### config.mk
export PLATFORM = sky130hd
export DESIGN_NAME = i2c_chansel
export DESIGN_NICKNAME = d
export VERILOG_FILES = /design/src/rtl/i2csel_pkg.sv /design/src/rtl/i2csel_filter.sv /design/src/rtl/i2csel_events.sv /design/src/rtl/i2csel_ctrl.sv /design/src/rtl/i2c_chansel.sv
export SDC_FILE = /design/constraint.sdc
export NUM_CORES = 1
export LEC_CHECK = 0
export BUFFER_PORTS_ARGS = -buffer_cell sky130_fd_sc_hd__buf_2
export CORE_MARGIN = 5
export CORE_UTILIZATION = 60
export CTS_BUF_LIST = sky130_fd_sc_hd__clkbuf_2 sky130_fd_sc_hd__clkbuf_4 sky130_fd_sc_hd__clkbuf_8
export CTS_CLUSTER_DIAMETER = 100
export DETAILED_ROUTE_END_ITERATION = 10
export GPL_TIMING_DRIVEN = 0
export HOLD_SLACK_MARGIN = 0.12
export MAX_ROUTING_LAYER = met4
export PLACE_DENSITY = 0.82
export SYNTH_ARGS = -nofsm -noshare
export SYNTH_HDL_FRONTEND = slang
export SYNTH_SLANG_ARGS = --single-unit
### constraint.sdc
create_clock -name clk -period 3.36 [get_ports clk]
set_input_delay 0.672 -clock clk [delete_from_list [all_inputs] [get_ports clk]]
set_output_delay 0.672 -clock clk [all_outputs]
set_load 0.1 [all_outputs]
### src/rtl/i2csel_pkg.sv
package i2csel_pkg;

    typedef enum logic [2:0] {
        ST_IDLE,
        ST_ADDR,
        ST_ADDR_ACK,
        ST_WR_BYTE,
        ST_WR_ACK,
        ST_RD_BYTE,
        ST_RD_ACK,
        ST_SKIP
    } sel_state_e;

    localparam int BYTE_W = 8;

endpackage

### src/rtl/i2csel_filter.sv
module i2csel_filter #(
    parameter int FILT_LEN = 4
) (
    input  logic clk,
    input  logic rst_n,
    input  logic din,
    output logic dout
);
    localparam int CW = $clog2(FILT_LEN + 1);

    logic [1:0]    sync_q;
    logic [CW-1:0] cnt_q;
    logic          out_q;

    always_ff @(posedge clk or negedge rst_n) begin
        if (!rst_n) begin
            sync_q <= 2'b11;
            cnt_q  <= '0;
            out_q  <= 1'b1;
        end else begin
            sync_q <= {sync_q[0], din};
            if (sync_q[1] == out_q) begin
                cnt_q <= '0;
            end else if (cnt_q == CW'(FILT_LEN - 1)) begin
                out_q <= sync_q[1];
                cnt_q <= '0;
            end else begin
                cnt_q <= cnt_q + 1'b1;
            end
        end
    end

    assign dout = out_q;

    // the filtered level only moves to a value the synchroniser held
    p_filt_follow_r9: assert property (@(posedge clk) disable iff (!rst_n)
        !$stable(out_q) |-> $past(sync_q[1]) == out_q);

endmodule

### src/rtl/i2csel_events.sv
module i2csel_events (
    input  logic clk,
    input  logic rst_n,
    input  logic scl_f,
    input  logic sda_f,
    output logic start_ev,
    output logic stop_ev,
    output logic rise_ev,
    output logic fall_ev
);
    logic scl_p, sda_p;

    always_ff @(posedge clk or negedge rst_n) begin
        if (!rst_n) begin
            scl_p <= 1'b1;
            sda_p <= 1'b1;
        end else begin
            scl_p <= scl_f;
            sda_p <= sda_f;
        end
    end

    assign start_ev = scl_f & scl_p & sda_p & ~sda_f;
    assign stop_ev  = scl_f & scl_p & ~sda_p & sda_f;
    assign rise_ev  = scl_f & ~scl_p;
    assign fall_ev  = ~scl_f & scl_p;

endmodule

### src/rtl/i2csel_ctrl.sv
module i2csel_ctrl
    import i2csel_pkg::*;
#(
    parameter int          NCH     = 8,
    parameter logic [3:0]  ADDR_HI = 4'b1110
) (
    input  logic           clk,
    input  logic           rst_n,
    input  logic           start_ev,
    input  logic           stop_ev,
    input  logic           rise_ev,
    input  logic           fall_ev,
    input  logic           sda_f,
    input  logic [2:0]     strap,
    output logic           sda_pull,
    output logic [NCH-1:0] chan_en
);
    localparam int         CNT_W    = $clog2(BYTE_W + 1);
    localparam logic [CNT_W-1:0] LAST_BIT = CNT_W'(BYTE_W);

    sel_state_e          state_q, state_n;
    logic [CNT_W-1:0]    bit_cnt;
    logic [BYTE_W-1:0]   shift_q;
    logic [BYTE_W-1:0]   tx_q;
    logic [BYTE_W-1:0]   en_byte;
    logic [NCH-1:0]      shadow_q;
    logic [NCH-1:0]      en_q;
    logic                pend_q;
    logic                rw_q;
    logic                mack_q;
    logic                addr_hit;
    logic                counting;

    assign addr_hit = (shift_q[BYTE_W-1:1] == {ADDR_HI, strap});
    assign counting = (state_q != ST_IDLE) && (state_q != ST_SKIP);

    always_comb begin
        en_byte = '0;
        en_byte[NCH-1:0] = en_q;
    end

    // next-state logic
    always_comb begin
        state_n = state_q;
        if (stop_ev) begin
            state_n = ST_IDLE;
        end else if (start_ev) begin
            state_n = ST_ADDR;
        end else if (fall_ev) begin
            unique case (state_q)
                ST_IDLE, ST_SKIP: state_n = state_q;
                ST_ADDR:     if (bit_cnt == LAST_BIT) state_n = addr_hit ? ST_ADDR_ACK : ST_SKIP;
                ST_ADDR_ACK: state_n = rw_q ? ST_RD_BYTE : ST_WR_BYTE;
                ST_WR_BYTE:  if (bit_cnt == LAST_BIT) state_n = ST_WR_ACK;
                ST_WR_ACK:   state_n = ST_WR_BYTE;
                ST_RD_BYTE:  if (bit_cnt == LAST_BIT) state_n = ST_RD_ACK;
                ST_RD_ACK:   state_n = mack_q ? ST_RD_BYTE : ST_SKIP;
                default:     state_n = ST_IDLE;
            endcase
        end
    end

    // state register and datapath
    always_ff @(posedge clk or negedge rst_n) begin
        if (!rst_n) begin
            state_q  <= ST_IDLE;
            bit_cnt  <= '0;
            shift_q  <= '0;
            tx_q     <= '0;
            shadow_q <= '0;
            en_q     <= '0;
            pend_q   <= 1'b0;
            rw_q     <= 1'b0;
            mack_q   <= 1'b0;
        end else begin
            state_q <= state_n;
            if (start_ev || stop_ev || (fall_ev && state_n != state_q))
                bit_cnt <= '0;
            else if (rise_ev && counting)
                bit_cnt <= bit_cnt + 1'b1;
            if (rise_ev)
                shift_q <= {shift_q[BYTE_W-2:0], sda_f};
            if (rise_ev && state_q == ST_RD_ACK)
                mack_q <= ~sda_f;
            if (state_q == ST_ADDR && state_n == ST_ADDR_ACK)
                rw_q <= shift_q[0];
            if (state_q == ST_WR_BYTE && state_n == ST_WR_ACK) begin
                shadow_q <= shift_q[NCH-1:0];
                pend_q   <= 1'b1;
            end
            if (fall_ev && state_n == ST_RD_BYTE && state_q != ST_RD_BYTE)
                tx_q <= en_byte;
            else if (fall_ev && state_q == ST_RD_BYTE)
                tx_q <= {tx_q[BYTE_W-2:0], 1'b0};
            if (stop_ev && pend_q) begin
                en_q   <= shadow_q;
                pend_q <= 1'b0;
            end
        end
    end

    // outputs
    always_comb begin
        unique case (state_q)
            ST_ADDR_ACK, ST_WR_ACK: sda_pull = 1'b1;
            ST_RD_BYTE:             sda_pull = ~tx_q[BYTE_W-1];
            default:                sda_pull = 1'b0;
        endcase
    end

    assign chan_en = en_q;

    // enables move only right after a STOP
    p_en_on_stop_r4: assert property (@(posedge clk) disable iff (!rst_n)
        !$stable(en_q) |-> $past(stop_ev));

    // a STOP always consumes the pending byte
    p_pend_clear_r3: assert property (@(posedge clk) disable iff (!rst_n)
        stop_ev |=> !pend_q);

    // a skipped transfer never touches SDA
    p_skip_quiet_r6: assert property (@(posedge clk) disable iff (!rst_n)
        state_q == ST_SKIP |-> !sda_pull);

    // START restarts address matching from bit zero
    p_start_addr_r7: assert property (@(posedge clk) disable iff (!rst_n)
        (start_ev && !stop_ev) |=> (state_q == ST_ADDR && bit_cnt == '0));

    // the bit counter never passes one byte plus nothing
    p_cnt_bound_r1: assert property (@(posedge clk) disable iff (!rst_n)
        bit_cnt <= LAST_BIT);

endmodule

### src/rtl/i2c_chansel.sv
module i2c_chansel #(
    parameter int         NCH      = 8,
    parameter int         FILT_LEN = 4,
    parameter logic [3:0] ADDR_HI  = 4'b1110
) (
    input  logic           clk,
    input  logic           rst_n,
    input  logic           scl_in,
    input  logic           sda_in,
    output logic           sda_pull,
    input  logic [2:0]     strap,
    output logic [NCH-1:0] chan_en
);
    logic scl_f, sda_f;
    logic start_ev, stop_ev, rise_ev, fall_ev;

    i2csel_filter #(.FILT_LEN(FILT_LEN)) u_scl_filt (
        .clk(clk), .rst_n(rst_n), .din(scl_in), .dout(scl_f));

    i2csel_filter #(.FILT_LEN(FILT_LEN)) u_sda_filt (
        .clk(clk), .rst_n(rst_n), .din(sda_in), .dout(sda_f));

    i2csel_events u_events (
        .clk(clk), .rst_n(rst_n), .scl_f(scl_f), .sda_f(sda_f),
        .start_ev(start_ev), .stop_ev(stop_ev),
        .rise_ev(rise_ev), .fall_ev(fall_ev));

    i2csel_ctrl #(.NCH(NCH), .ADDR_HI(ADDR_HI)) u_ctrl (
        .clk(clk), .rst_n(rst_n),
        .start_ev(start_ev), .stop_ev(stop_ev),
        .rise_ev(rise_ev), .fall_ev(fall_ev),
        .sda_f(sda_f), .strap(strap),
        .sda_pull(sda_pull), .chan_en(chan_en));

endmodule

=== Word-level counts from Yosys, hierarchy flattened ===
Cells that the tools add are included.

* Flip-flop bits (word level): 56
* Bits in latches: 0
* RAM bits: 0
* Memory bits (read-only): 0
* Bits of input ports: 7
* Output and inout bits: 9
* Word-level logic and storage cells: 95
* Memories kept: 0

* Add/subtract/negate cells: 3
* Multiply operators: 0
* Div/mod/pow operators: 0
* $lt $le $gt $ge: 0
* Equality and inequality tests: 19
* Shifts and indexed selects: 0
* Mux-type cells: 21
* Bitwise operators: 14
* Reductions and logical operators: 21

{| class="wikitable"
|+ Operators by type and width
! operator !! number
|-
| 2-to-1 mux 3 bit || 12
|-
| one-hot mux 3 bit (7 select lines) || 1
|-
| == test 3 bit (second input constant) || 6
|-
| 2-to-1 mux 8 bit || 2
|-
| == test 3 x 2 -> 1 bit (second input constant) || 5
|-
| logical AND 1 bit || 10
|-
| 2-to-1 mux 4 bit || 2
|-
| bitwise AND 1 bit || 7
|-
| == test 7 bit || 1
|-
| inverter 1 bit || 7
|-
| adder 3 x 1 -> 3 bit (second input constant) || 2
|-
| inequality test 3 bit (second input constant) || 2
|-
| nonzero test 2 bit || 3
|-
| adder 4 x 1 -> 4 bit (second input constant) || 1
|-
| == test 4 bit (second input constant) || 1
|-
| AND reduction 2 bit || 2
|-
| OR reduction 2 bit || 2
|-
| == test 3 x 1 -> 1 bit (second input constant) || 1
|-
| logical NOT 3 bit || 1
|-
| inequality test 3 bit || 1
|-
| nonzero test 3 bit || 1
|-
| == test 1 bit || 2
|-
| logical OR 1 bit || 2
|-
| 2-to-1 mux 1 bit || 2
|-
| other kinds (2) || 2
|}

=== Longest topological paths before layout ===
Gate-level depths: netlist of run 1.

* Depth after elaboration: 11
* Depth in mapped cells: 8
* Mapped depth without buffers: 7

=== By module ===
Synthesis of run 1 repeated with hierarchy kept, for this count alone.

* Cell total of the unflattened synthesis: 199
* Area, all modules: 2556.2 um^2

{| class="wikitable"
|+ By module, submodules not included
! module !! times used !! cells an instance !! area an instance (um^2) !! sequential area each (um^2)
|-
| i2csel_ctrl || 1 || 167 || 2015.7 || 1051.0
|-
| i2csel_filter at u_scl_filt || 1 || 13 || 232.7 || 153.9
|-
| i2csel_filter at u_sda_filt || 1 || 13 || 220.2 || 153.9
|-
| i2csel_events || 1 || 6 || 87.6 || 52.6
|}

=== Least setup slack after synthesis of run 1 ===
OpenSTA, ideal clock, no wires.

* Path type: register -> output
* Start: register u_ctrl.state_q[2]
* End: output sda_pull
* Data arrival time: 2.163 ns
* Path slack: 0.525 ns
* Cell stages (with the launch flop): 4
* Cell sequence: dfrtp_1 -> buf_2 -> xnor2_1 -> o22ai_1

* Cells in the longest elaborated chain, start to end: 3
* Elaborated cells between the ends (all ways): 5
* Classes of those cells: eq/ne: 3; mux: 1; reduce/logical: 1

{| class="wikitable"
|+ RTL lines
! element !! line !! source
|-
| from (decl) || i2csel_ctrl.sv:21 || <nowiki>sel_state_e state_q, state_n;</nowiki>
|-
| from (signal assigned) || i2csel_ctrl.sv:76 || <nowiki>state_q <= state_n;</nowiki>
|-
| == test 3 x 2 -> 1 bit or == test 3 bit (tied branches) || i2csel_ctrl.sv:104 || <nowiki>unique case (state_q)</nowiki>
|-
| OR reduction 2 bit || i2csel_ctrl.sv:104 ||
|-
| one-hot mux 1 bit (2 select lines) (*) || i2csel_ctrl.sv:104 ||
|-
| to (decl) || i2c_chansel.sv:10 || <nowiki>output logic sda_pull,</nowiki>
|}

Every way passes the cells marked *; elsewhere a longest branch is shown, timed or not.

=== Final worst setup path of run 1 ===
Same ends and word-level chain as after synthesis.

==> results of run 1 <==
==> sequential cells by signal, indices dropped and copies added, names as in the netlist <==
name,flops
u_ctrl.bit_cnt,4
u_ctrl.state_q,3
u_events.sda_p,1
u_scl_filt.sync_q,2
u_sda_filt.dout,1
u_ctrl.chan_en,8
u_scl_filt.dout,1
u_sda_filt.sync_q,2
u_ctrl.tx_q,8
u_ctrl.mack_q,1
u_ctrl.shift_q,8
u_scl_filt.cnt_q,3
u_ctrl.rw_q,1
u_events.scl_p,1
u_ctrl.pend_q,1
u_sda_filt.cnt_q,3
u_ctrl.shadow_q,8
==> cell usage in the layout, fill, tap and decap left out, types with 6 or more instances in the layout <==
master | netlist | final
nand2_1 | 18 | 18
o2111ai_1 | 6 | 6
nor2b_1 | 6 | 6
dfrtp_1 | 48 | 48
dfstp_2 | 8 | 8
o211ai_1 | 6 | 6
mux2_2 | 29 | 29
inv_1 | 6 | 6
clkbuf_8 | 0 | 6
buf_2 | 5 | 20
a21oi_1 | 6 | 6
nor2_1 | 8 | 8
==> worst max-delay path: cells and delay by family, from the launching register on <==
kind                      cells  cell delay, ns
AOI/OAI and AO/OA             1            0.11
xor gates and xnor gates      1            0.14
DFF                           1            0.42
buffers and inverters         2            0.65
==> layout make-up <==
class	instances	share of cell area [%]
clock buffer	6	2.89
sequential	56	49.4
buffer	10	1.93
inverter	7	0.920
multi-input combinational	140	39.5
clock inverter	2	0.482
timing repair buffer	15	2.63
tap	52	2.28
==> routing by layer <==
layer | GRT usage [%] | vias to the layer above | part of all wire, %
li1 | - | 812 | -
met1 | 22.2 | 836 | 47
met2 | 24.7 | 30 | 48
met3 | 3.78 | 8 | 3.7
met4 | 6.99 | 0 | 2.0
met5 | - | - | 0
==> worst max-delay path by stage <==
stage	endpoint	startpoint	slack, ns	cells after the start
after floorplan	sda_pull	u_ctrl.state_q[2]	0.53	3
after global placement	u_ctrl.rw_q	strap[1]	0.94	6
after detailed placement	u_ctrl.rw_q	strap[1]	0.95	6
after CTS	sda_pull	u_ctrl.state_q[2]	1.04	4
after global routing	sda_pull	u_ctrl.state_q[2]	0.85	4
final	sda_pull	u_ctrl.state_q[2]	1.05	4
==> power breakdown <==
part | switching (mW) | leakage [nW] | total (mW) | internal [mW]
clock | 0.213 | 0.0516 | 0.382 | 0.169
sequential | 0.169 | 0.711 | 1.11 | 0.938
combinational | 0.762 | 0.538 | 1.23 | 0.466
==> logic make-up (layout without fill, tap and decap cells) <==
kind of cell / Yosys count / count (layout) / synth area share [%]
AO/OA/AOI/OAI: 38 / 38 / 11.7
XOR/XNOR: 9 / 9 / 3.01
AND/OR/NAND/NOR: 57 / 57 / 12.6
flip-flops: 56 / 56 / 53.9
multiplexers: 32 / 32 / 13.8
buffers and inverters: 17 / 40 / 3.10
adder cells (fa/ha/maj): 4 / 4 / 1.91
==> impl_metrics.ini, run 1 <==
[worst_setup_path]
crit_chain = buf_2 -> xnor2_1 -> o22ai_1 -> buf_2
critPathSlowestCell = buf_2
reg2reg_slack_ns = 1.12
critPathMaxFanout = 10
cpPeakStageDelay_ns = 0.44
rr_startpoint = u_events.scl_p
crit_path_start_kind = register
reg2reg_to = u_ctrl.tx_q[6]
critical_path_class = reg -> out
cp_common_cell = buf_2
required_ns = 2.69
cp-end-kind = output pin
worstPathArrival_ns = 1.64
r2r_cells = 7

[finish]
multiInputGateArea_sq_um = 1130
nets = 246
drive_gt1_share_pct = 33.1
fin_area_sq_um = 2860
final_cell_count_no_fill = 288
n_antenna_cell = 0
area_growth_pct = 9.03
fillers = 330
ff_latch_area_sq_um = 1410
utilization_pct = 66.5

[route]
dr.pass1.iters = 4
drc = 0
detail-route-antenna-nets = 0
first_iter_violations = 153
vias_per_cell = 5.85
via_count = 1686
wire_per_inst_microns = 15.2
wl_mm = 4.39

[cts]
insertion_delay_ns = 0.31
cts_buffers = 5
clockRootBuffer = clkbuf_8
cts_tree = built
cts_resized = 0
cts_setup_buffers = 0
postCtsHoldBufs = 0
cts.reportedPaths.clkPinSlew_ns = 0.10
clock_sinks = 56
h-tree-depth = 2
ctsLongestPathBuffers = 2

[global_routing]
grt_pass1_vias = 1659
grt_first_pass_wirelength_mm = 7.71
grt_max_degree = 57
antenna_found_initial = 0
grtUsageTotal_pct = 16.7
grt.overflow.total = 0

[synth]
avgSynthCellArea_sq_um = 12.3
synth_nets = 224
synth.area.top_cells = dfrtp_1, mux2_2, dfstp_2, nand2_1, o2111ai_1
yosysWarnings = 0
synth.largest_area_cell = dfrtp_1
synth_commonest_cells = dfrtp_1, mux2_2, nand2_1
syn_inst = 213
synthArstFlopShare_pct = 100
synth_most_common_cell = dfrtp_1
synth_top_cell_area_share_pct = 45.8
seq_area_frac_synth_pct = 53.9
synth_cell_types = 53
synth-edff-count = 0
synth_seq_cells = 56
syn-cell-area_sq_um = 2620
synth-main-ff-cell = dfrtp_1

[floorplan]
core_sq_um = 4290
start_util_pct = 61.0
num_rows = 24
dieArea_sq_um = 5790
io_pins = 16
die_h_microns = 76.1
die_w_microns = 76.1

[placed_design]
place_area_sq_um = 2760
dp.cells = 280
dp_hpwl_mm = 3.15
gp_congestion = 0.918
io_buffer_count = 15
dpl_worst_slack_ns = 0.948

[timing]
clock.fmax_ghz = 0.433
period_share_pct = 68.8
rsz0062_at_grt = false
hold_viol_final = 0
finalMaxSlewViolations = 0
timing.hold.ws_ns = 0.360
fin_skew_ns = 0.00716
setup_tns_ns = 0
setup_viol = 0
setup_slack_ns = 1.05
maxSlewHeadroom_pct = 20.8
tightest_slew_ns = 1.19
fin_crit_ns = 2.31

[min_path]
holdCritStartpoint = u_scl_filt.sync_q[0]
hold_path_depth = 0
hold_path.class = reg -> reg
worstHoldEndpoint = u_scl_filt.sync_q[1]

[power]
power_density_nw_per_um2 = 951
power.total_mw = 2.72
p_leak_nw = 1.30
ir_drop_mv = 0.473

[flow_run]
max-cap-violations = 0

[status]
outcome = finished, final reports clean
Power figures use the tool's default switching activity.
==> run 2, diff against run 1 <==
==> constraint.sdc (replaced) <==
create_clock -name clk -period 2.2 [get_ports clk]
set_input_delay 0.44 -clock clk [delete_from_list [all_inputs] [get_ports clk]]
set_output_delay 0.44 -clock clk [all_outputs]
set_load 0.1 [all_outputs]
==> impl_metrics.ini, run 2 (synthesized netlist as in run 1, its figures left out) <==
[timing]
fin_skew_ns = 0.0138
hold_viol_final = 0
clock.fmax_ghz = 0.466
setup_slack_ns = 0.0552
tightest_slew_ns = 0.682
maxSlewHeadroom_pct = 54.6
setup_viol = 0
fin_crit_ns = 2.14
period_share_pct = 97.5
timing.hold.ws_ns = 0.163
rsz0062_at_grt = true
finalMaxSlewViolations = 0
setup_tns_ns = 0

[worst_setup_path]
critPathMaxFanout = 4
reg2reg_to = u_ctrl.rw_q
cpPeakStageDelay_ns = 0.50
rr_startpoint = u_ctrl.shift_q[2]
worstPathArrival_ns = 2.36
reg2reg_slack_ns = 0.06
required_ns = 2.41
crit_chain = xor2_1 -> nor4_4 -> o311ai_0 -> a211oi_1 -> mux2_2
critical_path_class = reg -> reg
cp-end-kind = register
crit_path_start_kind = register
crit_family = compound AO/OA/AOI/OAI gates
r2r_cells = 5
path_buf_inv = 0
critPathSlowestCell = nor4_4
cp-startpoint = u_ctrl.shift_q[2]

[flow_run]
max-cap-violations = 0

[finish]
final_cell_mix = dfrtp_1, mux2_2, buf_2, nand2_1
multiInputGateArea_sq_um = 1150
final_cell_count_no_fill = 293
utilization_pct = 69.1
ff_latch_area_sq_um = 1410
fin_area_sq_um = 2970
mostFrequentLayoutCell = dfrtp_1
fillers = 319
nets = 251
n_antenna_cell = 0
drive_gt1_share_pct = 35.7
area_growth_pct = 13.2

[placed_design]
dp_hpwl_mm = 3.17
dpl_worst_slack_ns = -0.0311
dp.cells = 280
place_area_sq_um = 2770
gp_congestion = 0.886
io_buffer_count = 15

[global_routing]
antenna_found_initial = 0
grt_first_pass_wirelength_mm = 8.54
grtUsageTotal_pct = 18.4
grt.overflow.total = 0
grt_pass1_vias = 1759
grt_max_degree = 57

[route]
dr.pass1.iters = 4
top_layer = met4
first_iter_violations = 119
vias_per_cell = 5.81
wl_mm = 4.56
wl_met1_mm = 2.15
wl_met2_mm = 2.16
drc = 0
via_count = 1701
wire_per_inst_microns = 15.6
routed-wl-met3_microns = 186
detail-route-antenna-nets = 0

[cts]
cts_buffers = 5
h-tree-depth = 2
cts_tree = built
clock_sinks = 56
insertion_delay_ns = 0.31
cts.reportedPaths.clkPinSlew_ns = 0.10
postCtsHoldBufs = 0
ctsLongestPathBuffers = 2
clockRootBuffer = clkbuf_8

[floorplan]
num_rows = 24
core_sq_um = 4290
die_h_microns = 76.1
dieArea_sq_um = 5790
start_util_pct = 61.0
die_w_microns = 76.1
io_pins = 16

[power]
pwr-share-comb_pct = 44.4
ir_drop_mv = 0.658
power.total_mw = 4.48
p_leak_nw = 1.35
power_density_nw_per_um2 = 1510
swShare_pct = 40.2
p_int_mw = 2.68
p_clk_share_pct = 17.7
power.switching_mw = 1.80
seqPwrFrac_pct = 38.0

[min_path]
hold_path.class = in -> async

[status]
outcome = finished, final reports clean
run 2: cell count changes in the layout (fill, tap and decap cells not counted), sizes merged:
| cell | previous run | this run |
|---|---|---|
| clkinv | 1 | 0 |
| clkbuf | 9 | 8 |
| buf | 22 | 27 |
| bufinv | 0 | 2 |
run 2: worst max-delay path by stage:
stage,end,cells past startpoint
after floorplan,u_ctrl.tx_q[6],7
after global placement,u_ctrl.tx_q[6],7
after detailed placement,u_ctrl.tx_q[6],8
after CTS,u_ctrl.rw_q,5
after global routing,u_ctrl.rw_q,5
final,u_ctrl.rw_q,5
run 2: power groups by stage:
stage	Combinational (mW)	Clock, mW	Sequential, mW
after floorplan	1.34	0	1.89
after global placement	1.84	0	1.69
after detailed placement	1.89	0	1.73
after CTS	1.94	0.807	1.70
after global routing	2.19	0.868	1.75
final	1.99	0.791	1.70
run 2: metal layers:
metal  GRT usage, %  up-vias
met5              -        -
met4           5.42        0
met3           4.61        7
met2           26.0       33
met1           26.2      827
li1               -      834
run 2: timing repair:
action                                  4_1_cts  5_1_grt
hold endpoints to repair                      0        0
buffers inserted                              2        3
resized for setup                             1        5
pin swaps                                     2        3
endpoints found under the setup margin        9       11
run 2: worst reg2reg max path, stage by stage (launching register included):
cell	delay, ns
dfrtp_1	0.43
xor2_1	0.18
nor4_4	0.50
o311ai_0	0.26
a211oi_1	0.32
mux2_2	0.37
run 2: cell type report:
class,instances,area share [%]
Timing Repair Buffer,20,3.88
Tap cell,52,2.19
Sequential cell,56,47.6
Clock buffer,5,2.32
Clock inverter,3,2.32
Multi-Input combinational cell,140,38.9
Inverter,7,0.886
Buffer,10,1.94
==> run 3, diff against run 2 <==
--- a/config.mk
+++ b/config.mk
@@ -17,4 +17,5 @@
 export PLACE_DENSITY = 0.82
 export SYNTH_ARGS = -nofsm -noshare
 export SYNTH_HDL_FRONTEND = slang
+export SYNTH_HIERARCHICAL = 1
 export SYNTH_SLANG_ARGS = --single-unit
==> impl_metrics.ini, run 3 <==
[status]
outcome = complete, but fails checks
violations = negative setup slack

[worst_setup_path]
worstPathArrival_ns = 2.40
cpPeakStageDelay_ns = 0.40
cp_common_cell = inv_1
crit_chain = inv_1 -> ha_1 -> and3b_1 -> buf_6 -> nand2_4 -> o32ai_4 -> inv_1 -> nor4_2 -> mux2_1
reg2reg_to = u_ctrl/rw_q
path_buf_inv = 3
required_ns = 2.39
critPathSlowestCell = dfrtp_1
critPathMaxFanout = 6
reg2reg_slack_ns = -0.005
r2r_cells = 9
crit_path_start_kind = register
cp-end-kind = register
critical_path_class = reg -> reg
crit_family = simple AND/OR/NAND/NOR gates
rr_startpoint = u_ctrl/bit_cnt[0]

[synth]
synth_most_common_cell = dfrtp_1
synth_top_cell_area_share_pct = 47.0
synth.area.top_cells = dfrtp_1, mux2_2, dfstp_2, a22o_1, a21o_1
synth-main-ff-cell = dfrtp_1
syn_inst = 199
synth_cell_types = 51
synth_nets = 210
synth-edff-count = 0
yosysWarnings = 6
avgSynthCellArea_sq_um = 12.8
synth_commonest_cells = dfrtp_1, mux2_2, nor2_1
syn-cell-area_sq_um = 2560
synthArstFlopShare_pct = 100
seq_area_frac_synth_pct = 55.2
synth_seq_cells = 56
synth.largest_area_cell = dfrtp_1

[timing]
hold_viol_final = 0
finalMaxSlewViolations = 0
setup_slack_ns = -0.00484
maxSlewHeadroom_pct = 54.9
tightest_slew_ns = 0.677
period_share_pct = 100
setup_tns_ns = -0.00503
rsz0062_at_grt = true
fin_crit_ns = 2.20
fin_skew_ns = 0.00925
clock.fmax_ghz = 0.454
setup_viol = 2
timing.hold.ws_ns = 0.152

[global_routing]
grt.overflow.total = 0
antenna_found_initial = 0
grt_first_pass_wirelength_mm = 8.74
grtUsageTotal_pct = 21.2
grt_pass1_vias = 1790
grt_max_degree = 57

[power]
p_clk_share_pct = 15.4
power_density_nw_per_um2 = 1470
power.total_mw = 4.41
ir_drop_mv = 0.752
p_int_mw = 2.53
p_leak_nw = 1.44
seqPwrFrac_pct = 38.0
power.switching_mw = 1.88
pwr-share-comb_pct = 46.6
swShare_pct = 42.6

[placed_design]
dpl_worst_slack_ns = -0.363
dp_hpwl_mm = 3.25
gp_congestion = 0.958
io_buffer_count = 15

[cts]
ctsLongestPathBuffers = 2
cts_tree = built
cts_buffers = 5
h-tree-depth = 2
clock_sinks = 56
cts.reportedPaths.clkPinSlew_ns = 0.10
clockRootBuffer = clkbuf_8
postCtsHoldBufs = 0
insertion_delay_ns = 0.31

[floorplan]
die_h_microns = 75.3
core_sq_um = 4060
dieArea_sq_um = 5670
num_rows = 23
start_util_pct = 63.0
die_w_microns = 75.3
io_pins = 16

[route]
routed-wl-met3_microns = 241
detail-route-antenna-nets = 0
via_count = 1752
wire_per_inst_microns = 18.9
dr.pass1.iters = 5
wl_met1_mm = 2.25
wl_met2_mm = 2.74
top_layer = met4
wl_mm = 5.37
drc = 0
first_iter_violations = 152
vias_per_cell = 6.17

[finish]
area_growth_pct = 17.6
utilization_pct = 74.1
n_antenna_cell = 0
final_cell_mix = dfrtp_1, mux2_2, buf_4, buf_2, nor2_1
drive_gt1_share_pct = 42.3
fillers = 256
nets = 244
mostFrequentLayoutCell = dfrtp_1

[flow_run]
max-cap-violations = 0

[min_path]
hold_path.class = in -> async
## run 3: how the worst max path moves through the flow
stage / start / end / slack, ns / cells past startpoint
finish: u_ctrl/bit_cnt[0] / u_ctrl/rw_q / -0.005 / 9
global route: u_ctrl/bit_cnt[0] / u_ctrl/tx_q[6] / -0.08 / 11
detailed placement: u_events/scl_p / u_ctrl/tx_q[6] / -0.36 / 8
CTS: u_events/scl_p / u_ctrl/tx_q[6] / -0.02 / 7
global placement: u_events/scl_p / u_ctrl/tx_q[1] / -0.26 / 8
floorplan: u_events/scl_p / u_ctrl/tx_q[1] / 0.07 / 8
## run 3: power groups by stage
| stage | Sequential, mW | Clock (mW) | Combinational (mW) |
|---|---|---|---|
| floorplan | 1.89 | 0 | 1.14 |
| global placement | 1.66 | 0 | 1.64 |
| detailed placement | 1.70 | 0 | 1.73 |
| CTS | 1.66 | 0.698 | 1.93 |
| global route | 1.72 | 0.741 | 2.21 |
| finish | 1.68 | 0.679 | 2.06 |
## run 3: what timing repair did
action                     4_1_cts  5_1_grt
resized for setup               12       11
pin swaps                        2        6
buffers inserted                 8        6
hold endpoints to repair         0        0
setup endpoints to repair       18       21
## run 3: final cells by class
type | instances | area (sq um) | area share (%)
inverter | 4 | 15.0 | 0.500
multi-input combinational | 131 | 1170 | 39.1
tap | 50 | 62.6 | 2.08
clock buffer | 5 | 68.8 | 2.29
sequential | 56 | 1410 | 47.0
timing repair buffer | 28 | 181 | 6.04
buffer | 7 | 46.3 | 1.54
clock inverter | 3 | 46.3 | 1.54
## run 3: layer usage
metal | vias up | global-route usage, %
met3 | 17 | 4.81
met2 | 67 | 34.8
met4 | 0 | 6.41
met1 | 890 | 26.4
li1 | 778 | -
met5 | - | -
## run 3: through the flow
step	instance area, sq um	cells
finish	3010	284
global route	3010	284
CTS	2930	278
detailed placement	2700	264
global placement	2700	264
floorplan	2560	199
## run 3: cells by family (layout without fill, tap and decap cells)
kind of cell	count (synthesis)	in the layout	synth area share, %
AOI/OAI and AO/OA	34	34	11.1
xor gates and xnor gates	9	9	3.08
adders and majority gates	4	4	1.96
buffers and inverters	12	47	2.25
DFF	56	56	55.2
muxes	29	29	12.9
and+or+nand+nor	55	55	13.5
